===== src/rtl/dtr_pkg.sv =====
package dtr_pkg;

  typedef enum logic [2:0] {
    A_CTRL  = 3'd0,
    A_STAT  = 3'd1,
    A_EVGEN = 3'd2,
    A_COUNT = 3'd3,
    A_DIV   = 3'd4,
    A_TOP   = 3'd5,
    A_REPS  = 3'd6
  } reg_addr_e;

  localparam int CTRL_RUN  = 0;
  localparam int CTRL_HOLD = 1;
  localparam int CTRL_DIR  = 4;
  localparam int CTRL_UIE  = 8;

  typedef struct packed {
    logic uie;
    logic hold_upd;
    logic run;
  } ctrl_t;

endpackage


===== src/rtl/dtr_regs.sv =====
module dtr_regs
  import dtr_pkg::*;
#(
  parameter int W  = 16,
  parameter int AW = 3
) (
  input  logic          clk,
  input  logic          rst_n,
  input  logic          wr_en,
  input  logic [AW-1:0] wr_addr,
  input  logic [W-1:0]  wr_data,
  input  logic [AW-1:0] rd_addr,
  output logic [W-1:0]  rd_data,
  input  logic          uev,
  input  logic [W-1:0]  cnt,
  output ctrl_t         ctrl,
  output logic          sw_gen,
  output logic          uif,
  output logic [W-1:0]  div_act,
  output logic [W-1:0]  top_act,
  output logic [W-1:0]  top_pre,
  output logic [W-1:0]  reps_act,
  output logic [W-1:0]  reps_pre
);

  ctrl_t        ctrl_q, ctrl_d;
  logic         uif_q, uif_d;
  logic [W-1:0] div_pre_q, div_pre_d;
  logic [W-1:0] top_pre_q, top_pre_d;
  logic [W-1:0] reps_pre_q, reps_pre_d;
  logic [W-1:0] div_act_q, div_act_d;
  logic [W-1:0] top_act_q, top_act_d;
  logic [W-1:0] reps_act_q, reps_act_d;
  logic         hit_ctrl, hit_stat, hit_evgen, hit_div, hit_top, hit_reps;
  logic         flag_clr;

  // write decode
  always_comb begin
    hit_ctrl  = wr_en && (wr_addr == AW'(A_CTRL));
    hit_stat  = wr_en && (wr_addr == AW'(A_STAT));
    hit_evgen = wr_en && (wr_addr == AW'(A_EVGEN));
    hit_div   = wr_en && (wr_addr == AW'(A_DIV));
    hit_top   = wr_en && (wr_addr == AW'(A_TOP));
    hit_reps  = wr_en && (wr_addr == AW'(A_REPS));
    sw_gen    = hit_evgen && wr_data[0];
    flag_clr  = hit_stat && !wr_data[0];
  end

  // next state
  always_comb begin
    ctrl_d     = ctrl_q;
    uif_d      = uif_q;
    div_pre_d  = div_pre_q;
    top_pre_d  = top_pre_q;
    reps_pre_d = reps_pre_q;
    div_act_d  = div_act_q;
    top_act_d  = top_act_q;
    reps_act_d = reps_act_q;
    if (hit_ctrl) begin
      ctrl_d.run      = wr_data[CTRL_RUN];
      ctrl_d.hold_upd = wr_data[CTRL_HOLD];
      ctrl_d.uie      = wr_data[CTRL_UIE];
    end
    // hardware set wins over software clear
    if (uev)           uif_d = 1'b1;
    else if (flag_clr) uif_d = 1'b0;
    if (hit_div)  div_pre_d  = wr_data;
    if (hit_top)  top_pre_d  = wr_data;
    if (hit_reps) reps_pre_d = wr_data;
    if (uev) begin
      div_act_d  = div_pre_q;
      top_act_d  = top_pre_q;
      reps_act_d = reps_pre_q;
    end
  end

  always_ff @(posedge clk or negedge rst_n) begin
    if (!rst_n) begin
      ctrl_q     <= '0;
      uif_q      <= 1'b0;
      div_pre_q  <= '0;
      top_pre_q  <= '0;
      reps_pre_q <= '0;
      div_act_q  <= '0;
      top_act_q  <= '0;
      reps_act_q <= '0;
    end else begin
      ctrl_q     <= ctrl_d;
      uif_q      <= uif_d;
      div_pre_q  <= div_pre_d;
      top_pre_q  <= top_pre_d;
      reps_pre_q <= reps_pre_d;
      div_act_q  <= div_act_d;
      top_act_q  <= top_act_d;
      reps_act_q <= reps_act_d;
    end
  end

  // read mux
  always_comb begin
    rd_data = '0;
    case (rd_addr)
      AW'(A_CTRL): begin
        rd_data[CTRL_RUN]  = ctrl_q.run;
        rd_data[CTRL_HOLD] = ctrl_q.hold_upd;
        rd_data[CTRL_DIR]  = 1'b1;
        rd_data[CTRL_UIE]  = ctrl_q.uie;
      end
      AW'(A_STAT):  rd_data[0] = uif_q;
      AW'(A_COUNT): rd_data = cnt;
      AW'(A_DIV):   rd_data = div_pre_q;
      AW'(A_TOP):   rd_data = top_pre_q;
      AW'(A_REPS):  rd_data = reps_pre_q;
      default:      rd_data = '0;
    endcase
  end

  assign ctrl     = ctrl_q;
  assign uif      = uif_q;
  assign div_act  = div_act_q;
  assign top_act  = top_act_q;
  assign top_pre  = top_pre_q;
  assign reps_act = reps_act_q;
  assign reps_pre = reps_pre_q;

  assert_shadow_hold_R6: assert property (@(posedge clk) disable iff (!rst_n)
    !uev |=> ($stable(div_act_q) && $stable(top_act_q) && $stable(reps_act_q)));

  assert_flag_source_R7: assert property (@(posedge clk) disable iff (!rst_n)
    $rose(uif_q) |-> $past(uev));

  assert_flag_sticky_R7: assert property (@(posedge clk) disable iff (!rst_n)
    (uif_q && !flag_clr) |=> uif_q);

  assert_dir_reads_one_R10: assert property (@(posedge clk) disable iff (!rst_n)
    (rd_addr == AW'(A_CTRL)) |-> rd_data[CTRL_DIR]);

endmodule


===== src/rtl/dtr_prescale.sv =====
module dtr_prescale #(
  parameter int W = 16
) (
  input  logic         clk,
  input  logic         rst_n,
  input  logic         run,
  input  logic         restart,
  input  logic [W-1:0] div,
  output logic         tick
);

  logic [W-1:0] pc_q, pc_d;

  always_comb begin
    tick = run && (pc_q == div);
    pc_d = pc_q;
    if (restart)  pc_d = '0;
    else if (run) pc_d = tick ? '0 : pc_q + W'(1);
  end

  always_ff @(posedge clk or negedge rst_n) begin
    if (!rst_n) pc_q <= '0;
    else        pc_q <= pc_d;
  end

  assert_tick_spacing_R2: assert property (@(posedge clk) disable iff (!rst_n)
    (tick && !restart) |=> (!tick || (div == '0)));

  assert_phase_hold_R9: assert property (@(posedge clk) disable iff (!rst_n)
    (!run && !restart) |=> $stable(pc_q));

endmodule


===== src/rtl/dtr_count.sv =====
module dtr_count #(
  parameter int W = 16
) (
  input  logic         clk,
  input  logic         rst_n,
  input  logic         tick,
  input  logic         sw_gen,
  input  logic         hold_upd,
  input  logic [W-1:0] top_act,
  input  logic [W-1:0] top_pre,
  input  logic [W-1:0] reps_act,
  input  logic [W-1:0] reps_pre,
  output logic [W-1:0] cnt,
  output logic         uev
);

  logic [W-1:0] cnt_q, cnt_d;
  logic [W-1:0] rep_q, rep_d;
  logic         wrap, gen_ok;

  always_comb begin
    wrap   = tick && (cnt_q == '0);
    gen_ok = sw_gen && !hold_upd;
    uev    = !hold_upd && (sw_gen || (wrap && (rep_q == '0)));
    cnt_d  = cnt_q;
    rep_d  = rep_q;
    if (gen_ok) begin
      cnt_d = top_pre;
      rep_d = reps_pre;
    end else if (wrap) begin
      cnt_d = uev ? top_pre : top_act;
      if (uev)               rep_d = reps_pre;
      else if (rep_q == '0)  rep_d = reps_act;
      else                   rep_d = rep_q - W'(1);
    end else if (tick) begin
      cnt_d = cnt_q - W'(1);
    end
  end

  always_ff @(posedge clk or negedge rst_n) begin
    if (!rst_n) begin
      cnt_q <= '0;
      rep_q <= '0;
    end else begin
      cnt_q <= cnt_d;
      rep_q <= rep_d;
    end
  end

  assign cnt = cnt_q;

  assert_step_down_R1: assert property (@(posedge clk) disable iff (!rst_n)
    (tick && (cnt_q != '0) && !(sw_gen && !hold_upd)) |=> (cnt_q == $past(cnt_q) - W'(1)));

  assert_wrap_reload_R1: assert property (@(posedge clk) disable iff (!rst_n)
    (tick && (cnt_q == '0) && !uev) |=> (cnt_q == $past(top_act)));

  assert_count_hold_R9: assert property (@(posedge clk) disable iff (!rst_n)
    (!tick && !(sw_gen && !hold_upd)) |=> $stable(cnt_q));

endmodule


===== src/rtl/dtr_timer.sv =====
module dtr_timer
  import dtr_pkg::*;
#(
  parameter int W  = 16,
  parameter int AW = 3
) (
  input  logic          clk,
  input  logic          rst_n,
  input  logic          wr_en,
  input  logic [AW-1:0] wr_addr,
  input  logic [W-1:0]  wr_data,
  input  logic [AW-1:0] rd_addr,
  output logic [W-1:0]  rd_data,
  output logic [W-1:0]  count_o,
  output logic          upd_o,
  output logic          uif_o,
  output logic          irq_o
);

  logic         rs_meta_q, rs_q;
  logic         srst_n;
  ctrl_t        ctrl;
  logic         sw_gen, uif, uev, tick;
  logic [W-1:0] div_act, top_act, top_pre, reps_act, reps_pre, cnt;
  logic         upd_q;

  // reset: asserted asynchronously, released on a clock edge
  always_ff @(posedge clk or negedge rst_n) begin
    if (!rst_n) begin
      rs_meta_q <= 1'b0;
      rs_q      <= 1'b0;
    end else begin
      rs_meta_q <= 1'b1;
      rs_q      <= rs_meta_q;
    end
  end
  assign srst_n = rs_q;

  dtr_regs #(.W(W), .AW(AW)) u_regs (
    .clk      (clk),
    .rst_n    (srst_n),
    .wr_en    (wr_en),
    .wr_addr  (wr_addr),
    .wr_data  (wr_data),
    .rd_addr  (rd_addr),
    .rd_data  (rd_data),
    .uev      (uev),
    .cnt      (cnt),
    .ctrl     (ctrl),
    .sw_gen   (sw_gen),
    .uif      (uif),
    .div_act  (div_act),
    .top_act  (top_act),
    .top_pre  (top_pre),
    .reps_act (reps_act),
    .reps_pre (reps_pre)
  );

  dtr_prescale #(.W(W)) u_presc (
    .clk     (clk),
    .rst_n   (srst_n),
    .run     (ctrl.run),
    .restart (uev),
    .div     (div_act),
    .tick    (tick)
  );

  dtr_count #(.W(W)) u_count (
    .clk      (clk),
    .rst_n    (srst_n),
    .tick     (tick),
    .sw_gen   (sw_gen),
    .hold_upd (ctrl.hold_upd),
    .top_act  (top_act),
    .top_pre  (top_pre),
    .reps_act (reps_act),
    .reps_pre (reps_pre),
    .cnt      (cnt),
    .uev      (uev)
  );

  always_ff @(posedge clk or negedge srst_n) begin
    if (!srst_n) upd_q <= 1'b0;
    else         upd_q <= uev;
  end

  assign count_o = cnt;
  assign upd_o   = upd_q;
  assign uif_o   = uif;
  assign irq_o   = uif && ctrl.uie;

  assert_block_upd_R5: assert property (@(posedge clk) disable iff (!srst_n)
    ctrl.hold_upd |=> !upd_o);

  assert_sw_load_R4: assert property (@(posedge clk) disable iff (!srst_n)
    (sw_gen && !ctrl.hold_upd) |=> ((count_o == $past(top_pre)) && upd_o));

  assert_irq_flag_R8: assert property (@(posedge clk) disable iff (!srst_n)
    irq_o |-> uif_o);

  assert_pulse_single_R12: assert property (@(posedge clk) disable iff (!srst_n)
    upd_o |-> $past(uev));

endmodule


===== config.mk =====
export PLATFORM = sky130hd
export DESIGN_NAME = dtr_timer
export DESIGN_NICKNAME = d
export VERILOG_FILES = /design/src/rtl/dtr_pkg.sv /design/src/rtl/dtr_regs.sv /design/src/rtl/dtr_prescale.sv /design/src/rtl/dtr_count.sv /design/src/rtl/dtr_timer.sv
export SDC_FILE = /design/constraint.sdc
export NUM_CORES = 1
export LEC_CHECK = 0
export BUFFER_PORTS_ARGS = -buffer_cell sky130_fd_sc_hd__buf_4
export CAP_MARGIN = 40
export CORE_MARGIN = 2
export CORE_UTILIZATION = 55
export CTS_CLUSTER_SIZE = 24
export DETAILED_ROUTE_END_ITERATION = 12
export GPL_TIMING_DRIVEN = 1
export PLACE_DENSITY = 0.74
export SYNTH_ARGS = -nofsm -noshare
export SYNTH_HDL_FRONTEND = slang
export SYNTH_SLANG_ARGS = --single-unit

===== constraint.sdc =====
create_clock -name clk -period 4.6 [get_ports clk]
set_input_delay 0.69 -clock clk [delete_from_list [all_inputs] [get_ports clk]]
set_output_delay 0.69 -clock clk [all_outputs]
set_load 0.02 [all_outputs]

==> results_dict.tcl, run 1 <==
set metrics [dict create \
    antenna_found_initial 0 \
    critPathMaxStageDelay_ns 0.68 \
    overall_overflow_remaining_after_global_route 0 \
    maxSlewHeadroom_pct 42.2 \
    num_antenna_cells 0 \
    cp_top_family "simple AND/OR/NAND/NOR gates" \
    critPathKind "reg -> reg" \
    synth_mux_area_share_pct 10.2 \
    ir_drop_mv 0.371 \
    htree_levels 4 \
    timing.critical_path.fanout_max 11 \
    number_of_synthesized_register_bits 151 \
    cts_num_sinks 151 \
    placement.setup.worst_slack_ns 1.41 \
    max-clock-path-buffers 2 \
    die_area_sq_mm 0.0152 \
    cts_buffers 17 \
    crit_path_end_kind "register" \
    final.period_utilization_pct 72.9 \
    async_reset_ff_share_pct 100 \
    yosys-top-cells-area "sky130_fd_sc_hd__dfrtp_1 (48%), sky130_fd_sc_hd__nand2_1 (9.4%), sky130_fd_sc_hd__mux2_2 (7.7%)" \
    synthXorXnorAreaFrac_pct 5.91 \
    synth.yosys.seq_area_share_pct 48.1 \
    synthesis.instances 830 \
    cts.root.buffer_cell "sky130_fd_sc_hd__clkbuf_16" \
    grt_pass1_vias 6709 \
    clk-insertion-delay-late_ns 0.43 \
    clkPwrFrac_pct 29.2 \
    gp_congestion 0.952 \
    p_seq_share_pct 44.2 \
    area_growth_pct 16.3 \
    comb_power_share_pct 26.7 \
    sw_frac_of_total_pct 38.3 \
    maximum_number_of_pins_on_one_net_before_global_route_repair 70 \
    dpl.hpwl_mm 15.8 \
    synth_fp_nets 859 \
    min-delay-path-class "reg -> async" \
    slew_worst_pin_ns 0.863 \
    port_buffers 59 \
    fraction_of_the_mapped_netlist_area_in_compound_gates_pct 11.9 \
    drt_wl_total_mm 23.0 \
    synth-main-ff-cell "sky130_fd_sc_hd__dfrtp_1" \
    yosysUniqueCellTypes 60 \
    placementRows 43 \
    yosys.area_share.adder_pct 0.638 \
    final_setup_viols 0 \
    timing.fmax_mhz 298 \
    whs_ns 0.115 \
    cts_repair_resize_count 0 \
    first_iter_violations 666 \
    critical-path-top-cell-by-count "sky130_fd_sc_hd__inv_1" \
    status "complete, no violations" \
    cp.required_ns 4.88 \
    switchingPower_mw 1.87 \
    viasPerCell 6.29 \
    grt_usage_pct 32.1 \
    setup_tns_ns 0 \
    crit_buf_inv 2 \
    drtAntennaViolNets 0 \
    maxCapViolCount 0 \
    synth_top_family_by_area "simple AND/OR/NAND/NOR gates" \
    rsz_0062_raised_after_global_routing "false" \
    synthesis.area_per_instance_sq_um 9.46 \
    cellPowerDensity_mw_per_mm2 536 \
    mappedNetlistArea_sq_mm 0.00785 \
    yosys.area_share.simple_pct 20.0 \
    timing_hold_violations_final 0 \
    die_h_um 123 \
    cell_chain_of_the_critical_path "inv_1, ha_1, nor3b_1, nand2_1, nor2_1, nand4_1, inv_1, a211oi_1" \
    maxSlewViolCount 0 \
    cts_tree "built" \
    final_net_count 905 \
    core_area_sq_mm 0.0139 \
    power.leakage_nw 4.25 \
    detail_route.first_pass.iterations 5 \
    fin_worst_skew_ns 0.0138 \
    finalWorstPathRequiredPeriod_ns 3.35 \
    worst-endpoint-arrival_ns 3.64 \
    start_util_pct 56.3 \
    via_count 6726 \
    ys.warnings.count 0 \
    first_pass_grt_wire_length_mm 36.5 \
    clk_pin_slew_ns 0.08 \
    timing.final.ws_setup_ns 1.25 \
    drc 0 \
    synth_edf_count 0 \
    synth_top_area_share_pct 48.1 \
    crit_path_start_kind "register" \
    critPathSlowestCell "sky130_fd_sc_hd__nand4_1" \
    cell_internal_pwr_mw 3.02 \
    fp.dieW_um 123 \
    finalPower_mw 4.89 \
    layout_cells_sized_above_1_pct 19.7 \
    synth_top_area_cell "sky130_fd_sc_hd__dfrtp_1" \
    route.detailed.wl_per_inst_um 21.5 \
    ioPinCount 60 \
]
through the flow:
stage / instance area, sq um / utilization [%] / std cells
6_report: 9130 / 65.5 / 1069
5_1_grt: 9130 / 65.5 / 1069
4_1_cts: 9110 / 65.4 / 1067
3_5_place_dp: 8490 / 60.9 / 1035
3_3_place_gp: 8390 / 60.2 / 1029
2_1_floorplan: 7850 / - / 830
path summary, 6_finish.rpt:
path / slack [ns] / depth (start not counted) / startpoint / endpoint
setup / recovery: 1.25 / 8 / u_count.cnt[0] / u_count.rep_q[13]
hold reg to reg: 0.11 / 0 / rs_q / u_regs.top_pre[8]
hold / removal: 0.11 / 0 / rs_q / u_regs.top_pre[8]
setup reg to reg: 1.25 / 8 / u_count.cnt[0] / u_count.rep_q[13]
min in group clk: 0.37 / 0 / rs_meta_q / rs_q
max in group asynchronous: 3.35 / 2 / rs_q / u_count.cnt[7]
placed cells by master (no fill, tap or decap), drive strengths merged, types with 5 or more instances in the layout:
master,netlist,final
a211oi,10,10
a21oi,28,28
a22o,12,12
a2bb2oi,8,8
and3,6,6
buf,14,73
clkbuf,33,17
clkinv,0,9
dfrtp,151,151
inv,11,16
mux2,54,54
mux2i,19,19
nand2,197,197
nand3,11,11
nand4,8,8
nor2,60,60
nor2b,5,5
nor3,21,21
nor4,13,13
o211ai,10,10
o21ai,39,39
or3,10,10
xnor2,28,28
xor2,25,25
power groups by stage:
stage	clock, mW	sequential (mW)	combinational (mW)
final	1.43	2.16	1.31
after global routing	1.50	2.20	1.44
after CTS	1.44	2.14	1.30
after detailed placement	0	2.16	1.28
after global placement	0	2.16	1.23
after floorplan	0	2.06	0.857
cells by family after synthesis:
kind of cell             count (synthesis)
multiplexers                            73
flip-flops                             151
buffers and inverters                   58
other                                    1
adder cells (fa/ha/maj)                  4
XOR/XNOR                                53
AND/OR/NAND/NOR                        352
AO/OA/AOI/OAI                          138
cells in the mapped netlist, types with 2 or more instances:
master / n
sky130_fd_sc_hd__nand2_1: 197
sky130_fd_sc_hd__dfrtp_1: 151
sky130_fd_sc_hd__nor2_1: 60
sky130_fd_sc_hd__mux2_2: 54
sky130_fd_sc_hd__o21ai_0: 37
sky130_fd_sc_hd__clkbuf_1: 33
sky130_fd_sc_hd__a21oi_1: 28
sky130_fd_sc_hd__xnor2_1: 28
sky130_fd_sc_hd__xor2_1: 25
sky130_fd_sc_hd__mux2i_1: 19
sky130_fd_sc_hd__nor3_1: 19
sky130_fd_sc_hd__a22o_1: 12
sky130_fd_sc_hd__nor4_1: 12
sky130_fd_sc_hd__nand3_1: 11
sky130_fd_sc_hd__buf_2: 10
sky130_fd_sc_hd__inv_1: 10
sky130_fd_sc_hd__o211ai_1: 10
sky130_fd_sc_hd__or3_1: 10
sky130_fd_sc_hd__a211oi_1: 9
sky130_fd_sc_hd__a2bb2oi_1: 8
sky130_fd_sc_hd__nand4_1: 8
sky130_fd_sc_hd__and3_1: 6
sky130_fd_sc_hd__nor2b_1: 5
sky130_fd_sc_hd__a221oi_1: 4
sky130_fd_sc_hd__ha_1: 4
sky130_fd_sc_hd__a31oi_1: 3
sky130_fd_sc_hd__and2_1: 3
sky130_fd_sc_hd__buf_6: 3
sky130_fd_sc_hd__nand2b_1: 3
sky130_fd_sc_hd__nand4b_1: 3
sky130_fd_sc_hd__o22ai_1: 3
sky130_fd_sc_hd__o311ai_0: 3
sky130_fd_sc_hd__o32ai_1: 3
sky130_fd_sc_hd__or2_2: 3
sky130_fd_sc_hd__nor3_2: 2
sky130_fd_sc_hd__o21ai_1: 2
sky130_fd_sc_hd__o2bb2ai_1: 2
sky130_fd_sc_hd__o311a_1: 2
sky130_fd_sc_hd__o31a_1: 2
sky130_fd_sc_hd__or4_1: 2
sky130_fd_sc_hd__or4_4: 2
routing by layer:
| layer | GRT usage (%) | vias up | wire, um |
|---|---|---|---|
| met5 | 0 | - | 0 |
| met4 | 10.8 | 0 | 530 |
| met3 | 7.61 | 51 | 1850 |
| met2 | 49.9 | 354 | 10800 |
| met1 | 44.3 | 3329 | 9780 |
| li1 | - | 2992 | - |
repair_timing:
action | in CTS | in global routing
endpoints found under the hold margin | 0 | 1
setup buffers | 0 | 0
hold buffers | 0 | 1
sequential cells by signal (all words and copies together), names as in the netlist, 3 cells and up:
name / flops
u_count.rep_q: 16
u_regs.top_pre: 16
u_regs.reps_act: 16
u_regs.ctrl: 3
u_count.cnt: 16
u_regs.div_pre_q: 16
u_presc.pc_q: 16
u_regs.top_act: 16
u_regs.reps_pre: 16
u_regs.div_act: 16
final cells by class:
| type | count | area (sq um) |
|---|---|---|
| Clock buffer | 17 | 425 |
| Clock inverter | 15 | 198 |
| Fill cell | 1114 | 4800 |
| Inverter | 11 | 41.3 |
| Multi-Input combinational cell | 621 | 3850 |
| Sequential cell | 151 | 3780 |
| Tap cell | 180 | 225 |
| Timing Repair Buffer | 74 | 609 |
(Power assumes the default switching activity.)
==> inputs of run 2 (changes only) <==
--- a/config.mk
+++ b/config.mk
@@ -8,11 +8,11 @@
 export BUFFER_PORTS_ARGS = -buffer_cell sky130_fd_sc_hd__buf_4
 export CAP_MARGIN = 40
 export CORE_MARGIN = 2
-export CORE_UTILIZATION = 55
+export CORE_UTILIZATION = 60
 export CTS_CLUSTER_SIZE = 24
 export DETAILED_ROUTE_END_ITERATION = 12
 export GPL_TIMING_DRIVEN = 1
-export PLACE_DENSITY = 0.74
+export PLACE_DENSITY = 0.77
 export SYNTH_ARGS = -nofsm -noshare
 export SYNTH_HDL_FRONTEND = slang
 export SYNTH_SLANG_ARGS = --single-unit
==> constraint.sdc (replaced) <==
create_clock -name clk -period 3.1 [get_ports clk]
set_input_delay 0.465 -clock clk [delete_from_list [all_inputs] [get_ports clk]]
set_output_delay 0.465 -clock clk [all_outputs]
set_load 0.02 [all_outputs]
==> run 2 against run 1 <==
Compared with the run above:
- register-to-register slack worse by 1.0 ns
- first-iteration DRC count fell by 0.75%
- sequential power up 48%
- final cell count grew 0.56%
- non-clock buffer count increased by 14
- fmax increased by 17%
- sequential share of layout area down 0.14 points
- clock skew shrank 0.0043 ns
- hold slack improved by 0.17 ns
- clock power increased by 38%
- wire length rose by 0.65%
==> results_dict.tcl, run 2 (synthesis gave the netlist of run 1 again) <==
set metrics [dict create \
    drt_wl_total_mm 23.1 \
    htree_levels 4 \
    crit_path_end_kind "register" \
    status "complete, no violations" \
    rsz_0062_raised_after_global_routing "false" \
    finalWorstPathRequiredPeriod_ns 2.87 \
    critPathKind "reg -> reg" \
    crit_path_start_kind "register" \
    first_iter_violations 661 \
    critPathMaxStageDelay_ns 0.46 \
    grt_usage_pct 34.4 \
    grt_pass1_vias 6884 \
    maxSlewViolCount 0 \
    maximum_number_of_pins_on_one_net_before_global_route_repair 70 \
    clk-insertion-delay-late_ns 0.43 \
    min-delay-path-class "in -> reg" \
    viasPerCell 6.31 \
    cts_num_sinks 151 \
    placementRows 41 \
    whs_ns 0.284 \
    reg2reg_setup_slack_ns 0.23 \
    slew_worst_pin_ns 0.736 \
    cellPowerDensity_mw_per_mm2 779 \
    maxSlewHeadroom_pct 50.9 \
    final_setup_viols 0 \
    route.detailed.wl_per_inst_um 21.5 \
    p_seq_share_pct 44.7 \
    antenna_found_initial 0 \
    maxCapViolCount 0 \
    fin_worst_skew_ns 0.00949 \
    num_antenna_cells 0 \
    layout.cells.most_common "sky130_fd_sc_hd__nand2_1" \
    drc 0 \
    drtAntennaViolNets 0 \
    min_path_cells 2 \
    via_count 6780 \
    layout_cells_sized_above_1_pct 20.7 \
    timing_hold_violations_final 0 \
    power.leakage_nw 4.29 \
    port_buffers 59 \
    clkPwrFrac_pct 27.6 \
    timing.critical_path.fanout_max 6 \
    comb_power_share_pct 27.7 \
    hold_path_end "u_regs.top_pre[6]" \
    detail_route.first_pass.iterations 7 \
    overall_overflow_remaining_after_global_route 0 \
    sw_frac_of_total_pct 37.0 \
    core_area_sq_mm 0.0127 \
    final.period_utilization_pct 92.6 \
    clk_pin_slew_ns 0.07 \
    ioPinCount 60 \
    dpl.hpwl_mm 16.1 \
    cts_tree "built" \
    worstReg2RegStart "u_count.cnt[0]" \
    worst-endpoint-arrival_ns 3.16 \
    hp-start "wr_data[6]" \
    timing.rr.end "u_count.rep_q[9]" \
    switchingPower_mw 2.64 \
    max-clock-path-buffers 2 \
    critPathSlowestCell "sky130_fd_sc_hd__dfrtp_1" \
    die_area_sq_mm 0.0140 \
    gp_congestion 0.896 \
    layout_common_cells "sky130_fd_sc_hd__nand2_1 (197), sky130_fd_sc_hd__dfrtp_1 (150), sky130_fd_sc_hd__buf_4 (82)" \
    ir_drop_mv 0.575 \
    timing.reg2reg.worst_path_depth 10 \
    fp.dieW_um 118 \
    area_growth_pct 16.7 \
    die_h_um 118 \
    cts_buffers 17 \
    cts.root.buffer_cell "sky130_fd_sc_hd__clkbuf_16" \
    final_net_count 919 \
    setup_tns_ns 0 \
    timing.fmax_mhz 349 \
    cell_chain_of_the_critical_path "inv_1, ha_1, nor3b_1, buf_4, nand4b_1, nor3_1, buf_4, and3_1, nor2_1, o311ai_0" \
    critical-path-top-cell-by-count "sky130_fd_sc_hd__buf_4" \
    start_util_pct 61.9 \
    cp.required_ns 3.39 \
    cts.repair_timing.setup_buffer_count 0 \
    cell_internal_pwr_mw 4.50 \
    first_pass_grt_wire_length_mm 37.0 \
]
run 2: cell type report:
cell class / count / area (sq um)
fill: 981 / 3510
timing repair buffer: 88 / 721
multi-input combinational: 621 / 3850
clock inverter: 11 / 91.3
inverter: 11 / 41.3
tap: 172 / 215
sequential: 151 / 3780
clock buffer: 21 / 460
run 2: routing by layer:
| metal | wire (um) | GRT usage, % | up-vias | part of all wire, % |
|---|---|---|---|---|
| met1 | 9640 | 46.9 | 3398 | 42 |
| li1 | - | - | 3012 | - |
| met3 | 1660 | 6.81 | 60 | 7.2 |
| met4 | 875 | 15.3 | 0 | 3.8 |
| met5 | 0 | 0 | - | 0 |
| met2 | 11000 | 53.4 | 310 | 47 |
run 2: how the worst max path moves through the flow:
stage / from / end / cells past startpoint
3_3_place_gp: u_count.rep_q[10] / u_count.cnt[11] / 6
5_1_grt: u_count.cnt[0] / u_count.rep_q[9] / 10
2_1_floorplan: u_count.cnt[0] / u_count.cnt[14] / 9
6_report: u_count.cnt[0] / u_count.rep_q[9] / 10
3_5_place_dp: u_count.rep_q[6] / u_count.rep_q[0] / 7
4_1_cts: u_count.rep_q[6] / u_count.rep_q[0] / 7
run 2: power groups by stage:
stage	clock (mW)	combinational [mW]	sequential (mW)
after floorplan	0	1.27	3.06
after global placement	0	1.87	3.15
after detailed placement	0	1.95	3.18
after CTS	1.98	1.97	3.16
after global routing	2.08	2.17	3.25
final	1.97	1.98	3.19
run 2: timing repair:
item	in CTS	in global routing
gates resized for setup	0	0
hold buffers	1	0
endpoints found under the hold margin	2	0
run 2: per-stage QoR:
stage | cell area [sq um] | utilization, % | instances | setup WS [ns] | power [mW]
CTS | 9160 | 72.3 | 1075 | 0.247 | 7.10
global placement | 8580 | 67.7 | 1041 | 0.320 | 5.02
floorplan | 7850 | - | 830 | 0.465 | 4.33
detailed placement | 8600 | 67.9 | 1042 | 0.227 | 5.13
finish | 9160 | 72.3 | 1075 | 0.231 | 7.14
global route | 9160 | 72.3 | 1075 | 0.00638 | 7.50
run 2: worst max-delay path, delay by kind of cell (launching register included):
family,cells,cell delay [ns]
and+or+nand+nor,5,1.19
buffers and inverters,3,0.48
DFF,1,0.46
AOI/OAI and AO/OA,1,0.41
adders and majority gates,1,0.20
==> inputs of run 3 (changes only) <==
--- a/config.mk
+++ b/config.mk
@@ -13,6 +13,7 @@
 export DETAILED_ROUTE_END_ITERATION = 12
 export GPL_TIMING_DRIVEN = 1
 export PLACE_DENSITY = 0.77
+export RECOVER_POWER = 100
 export SYNTH_ARGS = -nofsm -noshare
 export SYNTH_HDL_FRONTEND = slang
 export SYNTH_SLANG_ARGS = --single-unit
==> run 3 against run 2 <==
Compared with the run above:
- fmax decreased by 4.7%
- clock skew is essentially flat
- final cell count stayed put
- wire length up 0.18%
- cell area is 1.8% lower
- register-to-register slack worse by 0.02 ns
- hold slack worse by 0.0053 ns
- non-clock buffer count is the same
- die area stayed put
- total power decreased by 1.6%
- the run now ends with max-capacitance violations, max-slew violations left
- via count is 1.2% higher
- utilization shrank 1.3 points
- critical path type is now in -> out
==> results_dict.tcl, run 3 (synthesis gave the netlist of run 1 again) <==
set metrics [dict create \
    layout.cells.most_common "sky130_fd_sc_hd__nand2_1" \
    viasPerCell 6.38 \
    timing.fmax_mhz 332 \
    final_net_count 919 \
    drtAntennaViolNets 0 \
    status "complete, but fails checks" \
    clk-insertion-delay-late_ns 0.43 \
    slew_worst_pin_ns 1.69 \
    cts_num_sinks 151 \
    fp.dieW_um 118 \
    maxSlewViolCount 41 \
    gp_congestion 0.896 \
    critPathMaxStageDelay_ns 0.56 \
    timing.final.ws_setup_ns 0.0902 \
    max-clock-path-buffers 2 \
    cp.required_ns 2.63 \
    setup_tns_ns 0 \
    antenna_found_initial 0 \
    cellPowerDensity_mw_per_mm2 781 \
    cp_num_cells 6 \
    ir_drop_mv 0.543 \
    power.leakage_nw 4.15 \
    timing_hold_violations_final 0 \
    non_filler_instances 1075 \
    maximum_number_of_pins_on_one_net_before_global_route_repair 70 \
    drt_wl_total_mm 23.2 \
    globalRouteMet1Util_pct 46.9 \
    fin_worst_skew_ns 0.00922 \
    htree_levels 4 \
    cts_repair_resize_count 0 \
    critPathKind "in -> out" \
    port_buffers 59 \
    grt_usage_pct 34.4 \
    overall_overflow_remaining_after_global_route 0 \
    num_antenna_cells 0 \
    maxCapViolCount 1 \
    finalPower_mw 7.02 \
    cts_tree "built" \
    maxSlewHeadroom_pct -12.9 \
    placementRows 41 \
    min-delay-path-class "in -> reg" \
    start_util_pct 61.9 \
    crit_path_start_kind "input pin" \
    globalRouteMet2Util_pct 53.4 \
    timing.reg2reg.worst_path_depth 6 \
    area_growth_pct 14.6 \
    route.detailed.wl_per_inst_um 21.6 \
    dpl.hpwl_mm 16.1 \
    cp_top_family "buffers and inverters" \
    core_area_sq_mm 0.0127 \
    cts_hold_buf 1 \
    detail_route.first_pass.iterations 6 \
    final_setup_viols 0 \
    layout_common_cells "sky130_fd_sc_hd__nand2_1 (197), sky130_fd_sc_hd__dfrtp_1 (151), sky130_fd_sc_hd__nor2_1 (60)" \
    finalCoreUtilization_pct 71.0 \
    grt_busiest_layer "met2" \
    failed_checks "max-capacitance violations, max-slew violations" \
    cts.repair_timing.setup_buffer_count 0 \
    reg2reg_setup_slack_ns 0.21 \
    whs_ns 0.279 \
    finalWorstPathRequiredPeriod_ns 3.01 \
    stdcell_area_sq_mm 0.00899 \
    layout_cells_sized_above_1_pct 16.9 \
    die_h_um 118 \
    final.period_utilization_pct 97.1 \
    grt_pass1_vias 6884 \
    ioPinCount 60 \
    via_count 6862 \
    crit_path_end_kind "output pin" \
    die_area_sq_mm 0.0140 \
    first_iter_violations 725 \
    critPathSlowestCell "sky130_fd_sc_hd__clkbuf_2" \
    global_route.usage.met3_pct 6.81 \
    first_pass_grt_wire_length_mm 37.0 \
    cts.root.buffer_cell "sky130_fd_sc_hd__clkbuf_16" \
    critical-path-top-cell-by-count "sky130_fd_sc_hd__clkbuf_2" \
    rsz_0062_raised_after_global_routing "false" \
    placement.setup.worst_slack_ns 0.227 \
    clk_pin_slew_ns 0.07 \
    drc 0 \
    post-place-cells 1042 \
    crit_buf_inv 3 \
    cts_buffers 17 \
    worst-endpoint-arrival_ns 2.54 \
    cell_chain_of_the_critical_path "clkbuf_2, and2_0, nor2b_1, clkbuf_2, a22o_1, clkbuf_2" \
    timing.critical_path.fanout_max 21 \
    place_area_sq_mm 0.00860 \
    min_path_cells 2 \
]
run 3: cell count changes in the layout (fill, tap and decap cells not counted), sizes merged:
cell / before / now
clkbuf: 21 / 64
buf: 87 / 44
run 3: worst register-to-register path: cells and delay by family, from the launching register on:
family	cells	cell delay [ns]
DFF	1	0.43
AOI/OAI and AO/OA	2	0.52
and+or+nand+nor	3	1.41
buffers and inverters	1	0.42
run 3: area by class of cell:
cell class	instances	area, sq um
tap	172	215
multi-input combinational	621	3840
timing repair buffer	88	567
clock buffer	21	460
sequential	151	3780
clock inverter	11	91.3
inverter	11	41.3
fill	1031	3680
run 3: layer usage:
| metal | wire [um] | share of wire (%) | vias to the layer above |
|---|---|---|---|
| met4 | 838 | 3.6 | 0 |
| met5 | 0 | 0 | - |
| met3 | 1790 | 7.7 | 65 |
| met2 | 11000 | 48 | 369 |
| met1 | 9530 | 41 | 3416 |
| li1 | - | - | 3012 |
run 3: final timing paths:
| path | start | to |
|---|---|---|
| max in group asynchronous | rs_q | u_presc.pc_q[4] |
| worst min-delay path | wr_data[6] | u_regs.top_pre[6] |
| worst max register to register | u_count.rep_q[6] | u_count.cnt[11] |
| min in group asynchronous | rst_n | rs_meta_q |
| worst min register to register | rs_meta_q | rs_q |
| worst max-delay path | rd_addr[1] | rd_data[14] |
run 3: power by group:
part	total, mW	leakage [nW]	internal [mW]	switching, mW
Sequential	3.19	1.89	2.48	0.703
Combinational	1.86	2.00	0.816	1.05
Clock	1.97	0.269	1.09	0.886
Total	7.02	4.15	4.38	2.64
